File: src/rtl/irqm_pkg.sv
`timescale 1ns/1ps
package irqm_pkg;

  typedef enum logic [1:0] {
    SEL_NONE = 2'd0,
    SEL_SET  = 2'd1,
    SEL_CLR  = 2'd2
  } reg_sel_e;

  // Data-word bit position that carries the mask of a given source.
  function automatic int unsigned word_pos(int unsigned dw, int unsigned src);
    return dw - 1 - src;
  endfunction

  // Pin group that a source belongs to.
  function automatic int unsigned group_of(int unsigned src, int unsigned gw);
    return src / gw;
  endfunction

endpackage

File: src/rtl/irqm_decode.sv
`timescale 1ns/1ps
module irqm_decode #(
  parameter int unsigned ADDR_W   = 4,
  parameter int unsigned SET_ADDR = 0,
  parameter int unsigned CLR_ADDR = 1
) (
  input  logic              [ADDR_W-1:0] addr,
  input  logic                           wr_en,
  output irqm_pkg::reg_sel_e             sel,
  output logic                           wr_set,
  output logic                           wr_clr
);
  import irqm_pkg::*;

  localparam logic [ADDR_W-1:0] SET_A = ADDR_W'(SET_ADDR);
  localparam logic [ADDR_W-1:0] CLR_A = ADDR_W'(CLR_ADDR);

  always_comb begin
    if (addr == SET_A)      sel = SEL_SET;
    else if (addr == CLR_A) sel = SEL_CLR;
    else                    sel = SEL_NONE;
  end

  assign wr_set = wr_en && (sel == SEL_SET);
  assign wr_clr = wr_en && (sel == SEL_CLR);

endmodule

File: src/rtl/irqm_mask_bank.sv
`timescale 1ns/1ps
module irqm_mask_bank #(
  parameter int unsigned NUM_SRC = 8,
  parameter int unsigned DATA_W  = 32,
  parameter int unsigned GROUP_W = 4,
  localparam int unsigned NUM_GRP = NUM_SRC / GROUP_W
) (
  input  logic               clk,
  input  logic               rst,
  input  logic               wr_set,
  input  logic               wr_clr,
  input  logic [DATA_W-1:0]  wdata,
  input  logic [NUM_GRP-1:0] enc_mode,
  output logic [NUM_SRC-1:0] mask,
  output logic [NUM_SRC-1:0] set_hit,
  output logic [NUM_SRC-1:0] clr_hit,
  output logic [NUM_SRC-1:0] force_v
);
  logic unused_wdata;
  assign unused_wdata = ^wdata;

  for (genvar i = 0; i < NUM_SRC; i++) begin : g_src
    localparam int unsigned POS = irqm_pkg::word_pos(DATA_W, i);
    localparam int unsigned GRP = irqm_pkg::group_of(i, GROUP_W);
    assign set_hit[i] = wr_set & wdata[POS];
    assign clr_hit[i] = wr_clr & wdata[POS];
    assign force_v[i] = enc_mode[GRP];
  end

  // A set or a forced group wins over a clear of the same bit.
  always_ff @(posedge clk) begin
    if (rst) mask <= '1;
    else     mask <= force_v | set_hit | (mask & ~clr_hit);
  end

endmodule

File: src/rtl/irqm_req_gate.sv
`timescale 1ns/1ps
module irqm_req_gate #(
  parameter int unsigned NUM_SRC = 8
) (
  input  logic               clk,
  input  logic               rst,
  input  logic [NUM_SRC-1:0] req_in,
  input  logic [NUM_SRC-1:0] mask,
  output logic [NUM_SRC-1:0] req_out
);
  always_ff @(posedge clk) begin
    if (rst) req_out <= '0;
    else     req_out <= req_in & ~mask;
  end
endmodule

File: src/rtl/irqm_read_mux.sv
`timescale 1ns/1ps
module irqm_read_mux #(
  parameter int unsigned NUM_SRC = 8,
  parameter int unsigned DATA_W  = 32
) (
  input  logic               clk,
  input  logic               rst,
  input  logic               rd_en,
  input  irqm_pkg::reg_sel_e sel,
  input  logic [NUM_SRC-1:0] mask,
  output logic [DATA_W-1:0]  rd_data
);
  import irqm_pkg::*;

  logic [DATA_W-1:0] mask_word;

  always_comb begin
    mask_word = '0;
    for (int i = 0; i < NUM_SRC; i++) mask_word[word_pos(DATA_W, i)] = mask[i];
  end

  // The clear register reads as zero, as does any unmapped address.
  always_ff @(posedge clk) begin
    if (rst)                          rd_data <= '0;
    else if (rd_en && sel == SEL_SET) rd_data <= mask_word;
    else                              rd_data <= '0;
  end
endmodule

File: src/rtl/irq_mask_regs.sv
`timescale 1ns/1ps
module irq_mask_regs #(
  parameter int unsigned NUM_SRC  = 8,
  parameter int unsigned DATA_W   = 32,
  parameter int unsigned GROUP_W  = 4,
  parameter int unsigned ADDR_W   = 4,
  parameter int unsigned SET_ADDR = 0,
  parameter int unsigned CLR_ADDR = 1,
  localparam int unsigned NUM_GRP = NUM_SRC / GROUP_W
) (
  input  logic               clk,
  input  logic               rst,
  input  logic [ADDR_W-1:0]  addr,
  input  logic               wr_en,
  input  logic [DATA_W-1:0]  wdata,
  input  logic               rd_en,
  output logic [DATA_W-1:0]  rd_data,
  input  logic [NUM_GRP-1:0] enc_mode,
  input  logic [NUM_SRC-1:0] req_in,
  output logic [NUM_SRC-1:0] req_out
);
  irqm_pkg::reg_sel_e sel;
  logic               wr_set;
  logic               wr_clr;
  logic [NUM_SRC-1:0] mask_q;
  logic [NUM_SRC-1:0] set_hit;
  logic [NUM_SRC-1:0] clr_hit;
  logic [NUM_SRC-1:0] force_v;

  irqm_decode #(.ADDR_W(ADDR_W), .SET_ADDR(SET_ADDR), .CLR_ADDR(CLR_ADDR)) u_dec (
    .addr(addr), .wr_en(wr_en), .sel(sel), .wr_set(wr_set), .wr_clr(wr_clr)
  );

  irqm_mask_bank #(.NUM_SRC(NUM_SRC), .DATA_W(DATA_W), .GROUP_W(GROUP_W)) u_bank (
    .clk(clk), .rst(rst), .wr_set(wr_set), .wr_clr(wr_clr), .wdata(wdata),
    .enc_mode(enc_mode), .mask(mask_q), .set_hit(set_hit), .clr_hit(clr_hit),
    .force_v(force_v)
  );

  irqm_req_gate #(.NUM_SRC(NUM_SRC)) u_gate (
    .clk(clk), .rst(rst), .req_in(req_in), .mask(mask_q), .req_out(req_out)
  );

  irqm_read_mux #(.NUM_SRC(NUM_SRC), .DATA_W(DATA_W)) u_rd (
    .clk(clk), .rst(rst), .rd_en(rd_en), .sel(sel), .mask(mask_q), .rd_data(rd_data)
  );

endmodule

File: config.mk
export PLATFORM = sky130hd
export DESIGN_NAME = irq_mask_regs
export DESIGN_NICKNAME = d
export VERILOG_FILES = /design/src/rtl/irqm_pkg.sv /design/src/rtl/irqm_decode.sv /design/src/rtl/irqm_mask_bank.sv /design/src/rtl/irqm_req_gate.sv /design/src/rtl/irqm_read_mux.sv /design/src/rtl/irq_mask_regs.sv
export SDC_FILE = /design/constraint.sdc
export NUM_CORES = 1
export LEC_CHECK = 0
export BUFFER_PORTS_ARGS = -buffer_cell sky130_fd_sc_hd__buf_4
export CORE_AREA = 2 2 61 63
export CTS_CLUSTER_DIAMETER = 30
export DETAILED_ROUTE_END_ITERATION = 7
export DIE_AREA = 0 0 63 65
export PLACE_DENSITY = 0.73
export REMOVE_ABC_BUFFERS = 1
export SKIP_LAST_GASP = 1
export SYNTH_ARGS = -nofsm -noshare
export SYNTH_HDL_FRONTEND = slang
export SYNTH_HIERARCHICAL = 1
export SYNTH_SLANG_ARGS = --single-unit
File: constraint.sdc
create_clock -name clk -period 1 [get_ports clk]
set_input_delay 0.15 -clock clk [delete_from_list [all_inputs] [get_ports clk]]
set_output_delay 0.15 -clock clk [all_outputs]
set_load 0.005 [all_outputs]
## Word level (Yosys, flattened, before mapping)

Index checks and enable logic that the tools add are counted.

- Add/subtract/negate cells: 0
- Multiply operators: 0
- Divide/modulo/power cells: 0
- Order comparisons: 0
- Equality and inequality tests: 3
- Shift operators: 0
- Multiplexer cells: 2
- Bitwise operators: 23
- Reductions and logical operators: 5

Operator list:

| operator | count |
|---|---|
| 1-bit bitwise AND | 16 |
| 8-bit bitwise AND | 2 |
| 8-bit inverter | 2 |
| 8-bit OR | 2 |
| 4-bit by 1-bit equality test with 1-bit output (second input constant) | 1 |
| 4-bit zero test | 1 |
| 2-bit two-way mux | 2 |
| 1-bit logical AND | 3 |
| 2-bit by 1-bit equality test with 1-bit output (second input constant) | 1 |
| 2-bit equality test (second input constant) | 1 |
| 2-bit OR reduction | 1 |
| 1-bit inverter | 1 |

- Flip-flop bits (word level): 48
- Bits in latches: 0
- Memory bits (writable): 0
- ROM bits: 0
- Memories kept: 0

## Longest topological paths before layout

- Word-level depth: 9
- Depth in mapped cells: 5
- Mapped depth without buffers: 4

## Hierarchy

Netlist, hierarchy kept.

By module, submodules not included:

| module | times used | cells an instance | area an instance (um2) | seq. area each (um2) |
|---|---|---|---|---|
| irqm_mask_bank | 1 | 51 | 425.4 | 160.2 |
| irqm_read_mux | 1 | 42 | 416.6 | 160.2 |
| irqm_req_gate | 1 | 17 | 271.5 | 160.2 |
| irqm_decode | 1 | 6 | 52.6 | 0.0 |

## Worst setup path after synthesis

OpenSTA, ideal clock, no wires.

- Kind: input -> register
- Start point: input port addr[3]
- End point: register u_bank.mask[6]
- Library setup time: 120 ps
- Arrival time: 885 ps
- Data required time: 880 ps
- Slack: -4 ps
- Stages on the path: 5
- Cell sequence: nor2_1 -> and4b_1 -> buf_4 -> nand2_1 -> a211o_1

- Word-level cells in the longest chain between the ends: 9

RTL lines:

| item | RTL line | source |
|---|---|---|
| start, declared | irq_mask_regs.sv:13 | `input logic [ADDR_W-1:0] addr,` |
| 4-bit by 1-bit equality test with 1-bit output | irqm_decode.sv:20 | `else if (addr == CLR_A) sel = SEL_CLR;` |
| 2-bit two-way mux | irqm_decode.sv:20 |  |
| 2-bit two-way mux (*) | irqm_decode.sv:19 | `if (addr == SET_A) sel = SEL_SET;` |
| 2-bit equality test (*) | irqm_decode.sv:25 | `assign wr_clr = wr_en && (sel == SEL_CLR);` |
| 1-bit logical AND (*) | irqm_decode.sv:25 |  |
| named net wr_clr | irq_mask_regs.sv:24 | `logic wr_clr;` |
| 1-bit bitwise AND (*) | irqm_mask_bank.sv:26 | `assign clr_hit[i] = wr_clr & wdata[POS];` |
| 8-bit inverter (*) | irqm_mask_bank.sv:33 | `else mask <= force_v \| set_hit \| (mask & ~clr_hit);` |
| 8-bit bitwise AND (*) | irqm_mask_bank.sv:33 |  |
| 8-bit OR (*) | irqm_mask_bank.sv:33 |  |
| end signal, assigned | irqm_mask_bank.sv:33 |  |
| end, declared | irqm_mask_bank.sv:14 | `output logic [NUM_SRC-1:0] mask,` |

Mark *: on every way through the listed nets, which the timed path passes. The rest lies on a longest branch.
A chain may end at the register's enable or synchronous reset.

## Worst setup path after layout

- Start point: register u_gate.req_out[1]
- End point: output port req_out[1]

RTL lines:

| item | RTL line | source |
|---|---|---|
| start, declared | irqm_req_gate.sv:9 | `output logic [NUM_SRC-1:0] req_out` |
| start signal, assigned | irqm_req_gate.sv:13 | `else req_out <= req_in & ~mask;` |
| end, declared | irq_mask_regs.sv:20 | `output logic [NUM_SRC-1:0] req_out` |

No word-level cell between the ends.

==> impl_metrics.ini <==
[route]
totalWireLength_microns = 1860
dr.pass1.iters = 4
vias = 742
drt_first_iter_violations = 10
antenna_left = 0
drc = 0
via_per_inst = 3.84
wl_per_cell_microns = 9.64

[critical_path]
cp-end-kind = output pin
r2r_setup_slack_ns = 0.29
worst-path-stages = 1
critPathMaxStageDelay_ns = 0.33
cpMaxStageDelayCell = dfxtp_1
cp_num_buf_inv = 1
startpoint_type = register
r2r_end = u_bank/mask[5]
cp-startpoint = u_gate/req_out[1]
worstPathRequired_ns = 0.85
worstPathMaxFanout = 1
rr_startpoint = u_bank/mask[5]
crit_end = req_out[1]
crit_type = reg2out
worstRegToRegCells = 1
cp.arrival_ns = 0.75
crit_chain = buf_4
path_delay_family = flip-flops

[clocking]
cts_buffer_depth = 2
h-tree-depth = 1
clk_pin_slew_ns = 0.12
clock-root-buffer = clkbuf_4
cts_num_sinks = 24
cts_tree = done
cts_buffers = 3
clkLatencyLatePin_ns = 0.30

[synth]
ys.warnings.count = 6
synth_cells = 100
synth.avg_cell_area_sq_um = 10.8
syn_area_sq_mm = 0.00108

[power]
vdd_drop_max_v = 0.000363
p_per_area_mw_per_mm2 = 1160
p_leak_uw = 0.000625

[floorplanning]
initial_core_util = 0.308
die-area_sq_mm = 0.00410
dieHeight_microns = 65
placementRows = 22
coreArea_sq_mm = 0.00350
io_pins = 90
die_w_microns = 63

[timing]
period_share = 0.901
rsz0062_at_grt = no
hold_viol = 0
setup_viol = 0
finalWorstSetupSlack_ns = 0.0993
maxSlewViolCount = 0
finClkSkew_ns = 0.000640
fin_setup_tns_ns = 0
period_minus_slack_ns = 0.901
maxClockFrequency_mhz = 1110

[cells_and_area]
fillers = 369
drive_above_1_share = 0.490
areaGrowthSynthToFinish_pct = 29.3
layout.nets = 196
multi_input_area_sq_um = 484
ff_latch_area_sq_um = 480
antennaDiodeCount = 0

[global_routing]
grt_max_degree = 14
antenna_found_initial = 0
grt_util_all_layers = 0.0948
grt_pass1_wl_microns = 3060
grt-ovfl-total = 0
first_global_vias = 676

[placement]
preCtsSetupSlack_ns = -0.250
routabilityCongestion = 0.613
hpwl_microns = 1550
numPortBuffers = 41

[min_path]
min_path_type = in2reg
hp-start = req_in[6]

[job]
maxCapViolations = 0

[outcome]
status = finished clean
[what timing repair did]
action | 4_1_cts | 5_1_grt
setup buffers | 0 | 0
endpoints found under the hold margin | 0 | 0
resized for setup | 0 | 1
endpoints found under the setup margin | 0 | 3
hold buffers | 0 | 0
[power by group]
group | switching, uW | total, uW | internal [uW]
Sequential | 2.26 | 963 | 961
Combinational | 70.0 | 166 | 96.0
Clock | 267 | 489 | 222
Total | 339 | 1620 | 1280
[worst min-delay path by stage]
stage,depth (start not counted),slack [ns],endpoint
global route,2,0.06,u_gate/req_out[1]
floorplan,1,0.22,u_gate/req_out[5]
detailed placement,2,0.40,u_gate/req_out[6]
CTS,2,0.07,u_gate/req_out[6]
global placement,2,0.39,u_gate/req_out[6]
finish,2,0.08,u_gate/req_out[6]
[final cells by class]
cell class              instances  area share
multi-input cells              73       0.348
clock buffers                   4      0.0261
well taps                      48      0.0432
repair buffers                 44       0.237
flip-flops and latches         24       0.345
[sequential cells by signal, summed over array words and instances, names as in the netlist]
signal	cells
u_bank/mask	8
u_gate/req_out	8
u_rd/rd_data	8
[placed cells by master (no fill, tap or decap)]
master and count:
buf_4 44, dfxtp_1 24, conb_1 24, and2_1 8, nand2_1 8, a211o_1 8, nor3b_2 8, and2_2 8
clkbuf_4 3, or2_4 2, nor2_1 2, clkbuf_8 1, nor4_2 1, nor4b_2 1, and3_2 1, and4b_2 1
and4bb_2 1
[per-layer routing]
metal  vias up  wire length (microns)  global-route usage
li1        372                      -                   -
met4         0                     23              0.0500
met5         -                      0                   0
met2        42                    951               0.169
met3         2                    148              0.0122
met1       326                    736               0.111
[through the flow]
stage               instance area, sq um  hold WS (ns)  std cells  total power [uW]  utilization
detailed placement                  1350         0.397        189              1150        0.387
finish                              1390        0.0778        193              1620        0.398
floorplan                            963         0.220         97              1040            -
global placement                    1350         0.392        189              1150        0.387
global route                        1390        0.0621        193              1710        0.398
CTS                                 1390        0.0686        193              1640        0.398
(Power assumes the default switching activity.)
